==> config.mk <==
export PLATFORM = sky130hd
export DESIGN_NAME = mesi_line_ctrl
export DESIGN_NICKNAME = d
export VERILOG_FILES = /design/src/rtl/mesi_line_ctrl.sv
export SDC_FILE = /design/constraint.sdc
export NUM_CORES = 1
export LEC_CHECK = 0
export ABC_AREA = 1
export ABC_CLOCK_PERIOD_IN_PS = 2500
export CAP_MARGIN = 20
export CORE_UTILIZATION = 40
export DETAILED_ROUTE_END_ITERATION = 6
export DONT_BUFFER_PORTS = 1
export PLACE_DENSITY = 0.57
export SYNTH_ARGS = -nofsm -noshare
export SYNTH_HDL_FRONTEND = slang
export SYNTH_SLANG_ARGS = --single-unit
==> constraint.sdc <==
create_clock -name clk -period 2.5 [get_ports clk]
set_clock_uncertainty 0.15 [all_clocks]
set_input_delay 0.5 -clock clk [delete_from_list [all_inputs] [get_ports clk]]
set_output_delay 0.5 -clock clk [all_outputs]
set_load 0.01 [all_outputs]
==> src/rtl/mesi_line_ctrl.sv <==
module mesi_line_ctrl #(
  parameter int NLINES = 4,
  parameter int DW = 8,
  localparam int IW = (NLINES > 1) ? $clog2(NLINES) : 1
) (
  input  logic          clk,
  input  logic          rst_n,
  input  logic          core_valid,
  input  logic [1:0]    core_op,
  input  logic [IW-1:0] core_idx,
  input  logic [DW-1:0] core_wdata,
  output logic          core_ready,
  output logic [DW-1:0] core_rdata,
  output logic          bus_req_valid,
  output logic [1:0]    bus_req_type,
  output logic [IW-1:0] bus_req_idx,
  input  logic          snoop_valid,
  input  logic          snoop_own,
  input  logic [1:0]    snoop_type,
  input  logic [IW-1:0] snoop_idx,
  input  logic          fill_valid,
  input  logic          fill_excl,
  input  logic [IW-1:0] fill_idx,
  input  logic [DW-1:0] fill_data,
  output logic          resp_valid,
  output logic [DW-1:0] resp_data,
  output logic          wb_valid,
  output logic [DW-1:0] wb_data
);

  typedef enum logic [3:0] {
    ST_I, ST_S, ST_E, ST_M, ST_ISAD, ST_ISD, ST_IMAD, ST_IMD,
    ST_SMAD, ST_SMD, ST_MIA, ST_EIA, ST_IIA
  } st_t;

  localparam logic [1:0] OP_LD = 2'd0, OP_ST = 2'd1, OP_EV = 2'd2;
  localparam logic [1:0] RQ_RD = 2'd0, RQ_OWN = 2'd1, RQ_WB = 2'd2;

  st_t           st  [NLINES];
  logic [DW-1:0] dat [NLINES];
  logic [NLINES-1:0] pend;

  st_t cst, sst, fst, cnext, snext, fnext;
  logic hit, issue, cwr, cupd, supd, blk, core_go;
  logic [1:0] rtype;

  assign cst = st[core_idx];
  assign sst = st[snoop_idx];
  assign fst = st[fill_idx];
  assign blk = (snoop_valid && snoop_idx == core_idx) || (fill_valid && fill_idx == core_idx);
  assign core_go = core_valid && !blk;

  always_comb begin
    hit = 1'b0; issue = 1'b0; cwr = 1'b0; cupd = 1'b0; rtype = RQ_RD; cnext = cst;
    case (core_op)
      OP_LD: begin
        if (cst inside {ST_S, ST_E, ST_M, ST_SMAD, ST_SMD}) hit = 1'b1;
        else if (cst == ST_I) begin issue = 1'b1; rtype = RQ_RD; cnext = ST_ISAD; cupd = 1'b1; end
      end
      OP_ST: begin
        if (cst == ST_M) begin hit = 1'b1; cwr = 1'b1; end
        else if (cst == ST_E) begin hit = 1'b1; cwr = 1'b1; cnext = ST_M; cupd = 1'b1; end
        else if (cst == ST_I) begin issue = 1'b1; rtype = RQ_OWN; cnext = ST_IMAD; cupd = 1'b1; end
        else if (cst == ST_S) begin issue = 1'b1; rtype = RQ_OWN; cnext = ST_SMAD; cupd = 1'b1; end
      end
      OP_EV: begin
        if (cst == ST_I) hit = 1'b1;
        else if (cst == ST_S) begin hit = 1'b1; cnext = ST_I; cupd = 1'b1; end
        else if (cst == ST_E) begin hit = 1'b1; issue = 1'b1; rtype = RQ_WB; cnext = ST_EIA; cupd = 1'b1; end
        else if (cst == ST_M) begin hit = 1'b1; issue = 1'b1; rtype = RQ_WB; cnext = ST_MIA; cupd = 1'b1; end
      end
      default: ;
    endcase
    if (issue && pend[core_idx]) begin issue = 1'b0; cupd = 1'b0; hit = 1'b0; end
  end

  assign core_ready    = core_go && hit;
  assign core_rdata    = dat[core_idx];
  assign bus_req_valid = core_go && issue;
  assign bus_req_type  = rtype;
  assign bus_req_idx   = core_idx;

  always_comb begin
    snext = sst; supd = 1'b0; resp_valid = 1'b0; wb_valid = 1'b0;
    if (snoop_valid && snoop_own) begin
      case (sst)
        ST_ISAD: if (snoop_type == RQ_RD)  begin snext = ST_ISD; supd = 1'b1; end
        ST_IMAD: if (snoop_type == RQ_OWN) begin snext = ST_IMD; supd = 1'b1; end
        ST_SMAD: if (snoop_type == RQ_OWN) begin snext = ST_SMD; supd = 1'b1; end
        ST_MIA, ST_EIA: if (snoop_type == RQ_WB) begin snext = ST_I; supd = 1'b1; wb_valid = 1'b1; end
        ST_IIA: if (snoop_type == RQ_WB) begin snext = ST_I; supd = 1'b1; end
        default: ;
      endcase
    end else if (snoop_valid) begin
      case (sst)
        ST_S:    if (snoop_type == RQ_OWN) begin snext = ST_I; supd = 1'b1; end
        ST_SMAD: if (snoop_type == RQ_OWN) begin snext = ST_IMAD; supd = 1'b1; end
        ST_E, ST_M: begin
          if (snoop_type == RQ_RD) begin snext = ST_S; supd = 1'b1; resp_valid = 1'b1; wb_valid = 1'b1; end
          else if (snoop_type == RQ_OWN) begin snext = ST_I; supd = 1'b1; resp_valid = 1'b1; end
        end
        ST_MIA, ST_EIA: begin
          if (snoop_type == RQ_RD) begin snext = ST_IIA; supd = 1'b1; resp_valid = 1'b1; wb_valid = 1'b1; end
          else if (snoop_type == RQ_OWN) begin snext = ST_IIA; supd = 1'b1; resp_valid = 1'b1; end
        end
        default: ;
      endcase
    end
  end

  assign resp_data = dat[snoop_idx];
  assign wb_data   = dat[snoop_idx];

  always_comb begin
    fnext = fst;
    case (fst)
      ST_ISD:         fnext = fill_excl ? ST_E : ST_S;
      ST_IMD, ST_SMD: fnext = ST_M;
      default: ;
    endcase
  end

  for (genvar i = 0; i < NLINES; i++) begin : g_line
    st_t nst;
    always_comb begin
      nst = st[i];
      if (core_go && cupd && core_idx == IW'(i)) nst = cnext;
      if (supd && snoop_idx == IW'(i)) nst = snext;
      if (fill_valid && fill_idx == IW'(i) && fnext != fst) nst = fnext;
    end
    always_ff @(posedge clk) begin
      if (!rst_n) begin
        st[i] <= ST_I;
        dat[i] <= '0;
        pend[i] <= 1'b0;
      end else begin
        st[i] <= nst;
        if (bus_req_valid && core_idx == IW'(i)) pend[i] <= 1'b1;
        else if (nst inside {ST_I, ST_S, ST_E, ST_M}) pend[i] <= 1'b0;
        if (fill_valid && fill_idx == IW'(i) && fnext != fst) dat[i] <= fill_data;
        else if (core_go && cwr && core_idx == IW'(i)) dat[i] <= core_wdata;
      end
    end
  end


  one_outstanding_chk: assert property (@(posedge clk) disable iff (!rst_n)
    bus_req_valid |=> pend[$past(core_idx)]);

  transient_stall_chk: assert property (@(posedge clk) disable iff (!rst_n)
    (core_ready && !(cst inside {ST_I, ST_S, ST_E, ST_M})) |-> (core_op == OP_LD));

  silent_upgrade_chk: assert property (@(posedge clk) disable iff (!rst_n)
    (core_ready && core_op == OP_ST && cst == ST_E) |-> !bus_req_valid);

  wb_only_on_snoop_chk: assert property (@(posedge clk) disable iff (!rst_n)
    (wb_valid || resp_valid) |-> (snoop_valid && !blk_core_wr()));

  lost_owner_nowb_chk: assert property (@(posedge clk) disable iff (!rst_n)
    (snoop_valid && snoop_own && sst == ST_IIA) |-> !wb_valid);

  function automatic logic blk_core_wr();
    return core_go && cwr && core_idx == snoop_idx;
  endfunction

endmodule

==> results.yml, run 1 <==
logic_synthesis:
  synth-warning-count: 0
  ys_seq_area_frac: 0.314
  syn_area_mm2: 0.00434
  synth_nets: 673
  yosysTopAreaCell: "edfxtp_1"
  ys_types: 41
  ys_ff_latch: 52
  synthTopCellsByArea: "edfxtp_1 (22%), nand2_1 (15%), dfxtp_1 (9.2%)"
  yosysTopAreaCellShare: 0.222
  syn_inst: 636
  avgSynthCellArea_um2: 6.82
global_routing:
  grt_max_degree: 19
  antenna_found_initial: 0
  grt_usage: 0.267
  grt_pass1_wl_um: 23200
  grt_overflow: 0
  grt_pass1_vias: 4526
cts:
  clock_latency_ns: 0.31
  clock_path_buffers: 2
  cts_tree: "built"
  htree_levels: 2
  path_clk_slew_ns: 0.10
  ctsRootBufferMaster: "clkbuf_8"
  cts_sinks: 52
  numCtsBuffers: 5
  cts_hold_buf: 0
critical_path:
  path_class: "flip-flop to output port"
  cp_max_fo: 5
  required_ns: 1.85
  worst-r2r-setup-slack_ns: 0.18
  crit_path_start_kind: "flip-flop"
  r2r_end: "pend[3]"
  r2r-start: "st[1][2]"
  worstPathArrival_ns: 1.75
  worst_r2r_path_depth: 17
  cp-end-kind: "output port"
cells_and_area:
  final_util: 0.492
  drive_gt1_frac: 0.223
  layout_common_cells: "nand2_1 (174), inv_1 (77), buf_4 (74)"
  final_net_count: 734
  mostFrequentLayoutCell: "nand2_1"
  syn_to_final_growth_pct: 18.1
  antennaDiodeCount: 0
  nFillCells: 1080
place:
  port_buffers: 0
  hpwlAfterDp_um: 11500
  gp_congestion: 0.921
route:
  drc: 0
  drtAntennaViolNets: 0
  wl_per_cell_um: 17.5
  dr.pass1.iters: 5
  viasPerCell: 5.63
  drtIter0Drc: 426
  routed_wl_um: 14600
  vias: 4696
pwr:
  ir_worst_vdd_v: 0.000433
  power.leakage_nw: 2.40
  p_total_mw: 1.87
  powerDensity_mw_per_mm2: 364
die:
  boundaryPins: 65
  die_h_um: 106
  dieArea_mm2: 0.0113
  core_mm2: 0.0104
  start_util: 0.416
  die_x_um: 106
  rows: 37
sta:
  hold_ws_ns: 0.203
  grt_setup_unrepaired: "yes"
  fin_crit_sh: 0.959
  setup_viol: 0
  timing.slew.headroom: 0.650
  fmax_mhz: 417
  finalHoldViolations: 0
  tightest_slew_ns: 0.522
  min_period_ns: 2.40
  slew_viol_final: 0
hold_path:
  holdPathStages: 1
  hold_end: "st[2][0]"
  hp-class: "input pin to flip-flop"
  hp-start: "rst_n"
run:
  max-cap-violations: 0
run_status:
  outcome: "completed"
==> synth_stat cells <==
| master | n |
|---|---|
| nand4_2 | 4 |
| o22ai_1 | 29 |
| nand2_2 | 13 |
| inv_1 | 78 |
| buf_2 | 3 |
| a21boi_0 | 1 |
| clkinv_1 | 4 |
| and3_1 | 1 |
| a32o_1 | 1 |
| a41oi_1 | 1 |
| nand3_2 | 3 |
| buf_4 | 12 |
| o211ai_1 | 6 |
| nand3_1 | 54 |
| inv_2 | 10 |
| o221ai_1 | 14 |
| a21oi_1 | 21 |
| a31oi_1 | 2 |
| a21oi_2 | 1 |
| dfxtp_1 | 20 |
| o21ai_2 | 2 |
| buf_6 | 5 |
| a22oi_1 | 16 |
| ha_1 | 4 |
| nand4_1 | 20 |
| nor2_1 | 45 |
| nor2_2 | 4 |
| clkbuf_1 | 4 |
| nor2_4 | 4 |
| edfxtp_1 | 32 |
| inv_4 | 2 |
| nor3_2 | 1 |
| o2111ai_1 | 3 |
| o21ai_0 | 25 |
| nand2_4 | 5 |
| o21a_1 | 2 |
| nand2_1 | 179 |
| nor2_8 | 1 |
| a211oi_1 | 1 |
| o21ai_1 | 2 |
| o31ai_1 | 1 |
==> cell type report <==
type                    count  area [um2]  share of cell area
clock inverters             3        21.3             0.00415
clock buffers               5        68.8              0.0134
well taps                 136         170              0.0332
inverters                  94         358              0.0698
flip-flops and latches     52        1390               0.272
multi-input cells         466        2480               0.484
repair buffers             78         636               0.124
==> worst max-delay path, stage by stage, from the launching register on <==
cell and delay, ns:
dfxtp_4 0.41, nand2_1 0.07, nand2_1 0.06, nand2_1 0.08, nand2_4 0.11, inv_1 0.08
buf_4 0.14, o2111ai_1 0.19, nand2_1 0.09, o21a_1 0.21
==> state kept, by name, indices dropped and copies added, names as in the netlist <==
register	flops
dat	32
pend	4
st	16
==> cells by family (layout without fill, tap and decap cells) <==
logic type / Yosys count / in the layout / share of synthesized area
AOI/OAI and AO/OA: 128 / 128 / 0.192
adders and majority gates: 4 / 4 / 0.0115
buffers and inverters: 118 / 180 / 0.123
DFF: 52 / 52 / 0.314
and+or+nand+nor: 334 / 334 / 0.360
==> worst max-delay path by stage <==
| stage | from | endpoint | slack, ns | cells after the start |
|---|---|---|---|---|
| 2_1_floorplan | core_idx[1] | dat[2][0] | 0.07 | 11 |
| 3_3_place_gp | snoop_idx[1] | pend[1] | -0.03 | 17 |
| 3_5_place_dp | snoop_idx[1] | pend[1] | -0.03 | 17 |
| 4_1_cts | st[3][1] | core_ready | 0.003 | 9 |
| 5_1_grt | st[1][0] | dat[0][3] | -0.007 | 11 |
| 6_report | st[1][1] | core_ready | 0.10 | 9 |
==> per-layer routing <==
metal,part of all wire,vias up,wire length [um],GRT usage
met5,0,-,0,0
met4,0.024,0,357,0.0754
met3,0.076,32,1110,0.0509
met2,0.46,193,6660,0.441
met1,0.44,2168,6460,0.354
li1,-,2303,-,-
==> report_power, final <==
group	total [mW]	switching [mW]	internal [mW]	leakage (nW)
Combinational	0.427	0.274	0.153	1.86
Clock	0.497	0.297	0.199	0.0445
Sequential	0.943	0.0165	0.926	0.500
==> metrics by stage <==
step / TNS (ns) / area (um2) / std cells / worst slack [ns]
after CTS: 0 / 5040 / 831 / 0.00251
after global routing: -0.0286 / 5120 / 834 / -0.00677
after global placement: -0.0488 / 4950 / 823 / -0.0280
after detailed placement: -0.194 / 4950 / 823 / -0.0336
after floorplan: 0 / 4340 / 636 / 0.0708
final: 0 / 5120 / 834 / 0.102
==> repair_timing <==
item | 4_1_cts | 5_1_grt
setup endpoints to repair | 2 | 32
buffers inserted | 0 | 3
resized for setup | 2 | 26
pin swaps | 1 | 7
(Power assumes the default switching activity.)
==> run 2, diff against run 1 <==
- SKIP_CTS_REPAIR_TIMING: default -> 1
==> run 2 against run 1 <==
  * Combinational power about the same
  * Sequential power about the same
  * Register-to-register slack worse by 0.02 ns
  * Sequential share of layout area down 0.053 points
  * Wire length down 0.14%
  * Cell count up 0.24%
  * Die area unchanged
  * Critical path type unchanged
==> results.yml, run 2 (synthesis gave the netlist of run 1 again) <==
run_status:
  outcome: "completed"
die:
  rows: 37
  die_x_um: 106
  die_h_um: 106
  dieArea_mm2: 0.0113
  boundaryPins: 65
  core_mm2: 0.0104
  start_util: 0.416
cts:
  cts_sinks: 52
  numCtsBuffers: 5
  path_clk_slew_ns: 0.10
  cts_tree: "built"
  clock_latency_ns: 0.31
  clock_path_buffers: 2
  ctsRootBufferMaster: "clkbuf_8"
  htree_levels: 2
critical_path:
  cp-end-kind: "output port"
  path_class: "flip-flop to output port"
  worstPathArrival_ns: 1.75
  cp_max_fo: 5
  required_ns: 1.85
  crit_path_start_kind: "flip-flop"
pwr:
  powerDensity_mw_per_mm2: 363
  p_total_mw: 1.86
  power.leakage_nw: 2.41
  ir_worst_vdd_v: 0.000430
route:
  drc: 0
  drtIter0Drc: 364
  routed_wl_um: 14600
  vias: 4717
  wl_per_cell_um: 17.4
  dr.pass1.iters: 5
  viasPerCell: 5.64
  drtAntennaViolNets: 0
cells_and_area:
  nFillCells: 1075
  largest_reg_flops: 32
  final_net_count: 736
  postLayoutCellArea_mm2: 0.00513
  final_cells: 836
  syn_to_final_growth_pct: 18.4
  final_util: 0.493
  top_regs: "dat (32), st (16), pend (4)"
  antennaDiodeCount: 0
  mostFrequentLayoutCell: "nand2_1"
  drive_gt1_frac: 0.226
  largest_register: "dat"
  layout_common_cells: "nand2_1 (176), inv_1 (77), buf_4 (76)"
sta:
  hold_ws_ns: 0.205
  grt_setup_unrepaired: "yes"
  fmax_mhz: 417
  tightest_slew_ns: 0.526
  min_period_ns: 2.40
  setup_viol: 0
  finalHoldViolations: 0
  fin_crit_sh: 0.959
  slew_viol_final: 0
  timing.slew.headroom: 0.648
  setup_slack_ns: 0.102
  final.setup.tns_ns: 0
global_routing:
  antenna_found_initial: 0
  grt_max_degree: 19
  grt_usage: 0.267
  grt_overflow: 0
  grt_pass1_wl_um: 23200
  grt_pass1_vias: 4525
place:
  port_buffers: 0
  pre_cts_slack_ns: -0.0336
  dpl_cell_area_mm2: 0.00495
  hpwlAfterDp_um: 11500
  dp_cells: 823
  gp_congestion: 0.921
run:
  max-cap-violations: 0
hold_path:
  hp-class: "input pin to flip-flop"
-- run 2: power breakdown --
group | leakage, nW | total, mW | internal [mW] | switching [mW]
Combinational | 1.87 | 0.427 | 0.154 | 0.273
Clock | 0.0445 | 0.493 | 0.199 | 0.294
Sequential | 0.500 | 0.943 | 0.926 | 0.0167
-- run 2: path summary, 6_finish.rpt --
check | slack [ns] | cells past startpoint | start | to
worst max register to register | 0.16 | 17 | st[1][2] | pend[3]
worst min-delay path | 0.20 | 1 | rst_n | st[2][0]
worst max-delay path | 0.10 | 9 | st[3][1] | core_ready
worst min register to register | 0.32 | 2 | pend[0] | pend[0]
-- run 2: layer usage --
metal,GRT usage,share of wire,wire length [um]
met5,0,0,0
met4,0.0754,0.024,351
met3,0.0509,0.077,1130
met2,0.441,0.45,6600
met1,0.354,0.45,6480
-- run 2: area by class of cell --
cell class	count	area (um2)	area share
well taps	136	170	0.0331
repair buffers	80	651	0.127
flip-flops and latches	52	1390	0.271
clock inverters	3	21.3	0.00414
inverters	94	358	0.0697
multi-input cells	466	2470	0.482
clock buffers	5	68.8	0.0134
-- run 2: worst max-delay path, cell delays in order, from the launching register on --
cell and delay [ns]:
dfxtp_4 0.40, nand2_1 0.07, nand2_1 0.06, nand2_1 0.05
nand2_2 0.13, inv_1 0.10, buf_4 0.15, o2111ai_1 0.19
nand2_1 0.08, o21a_1 0.21
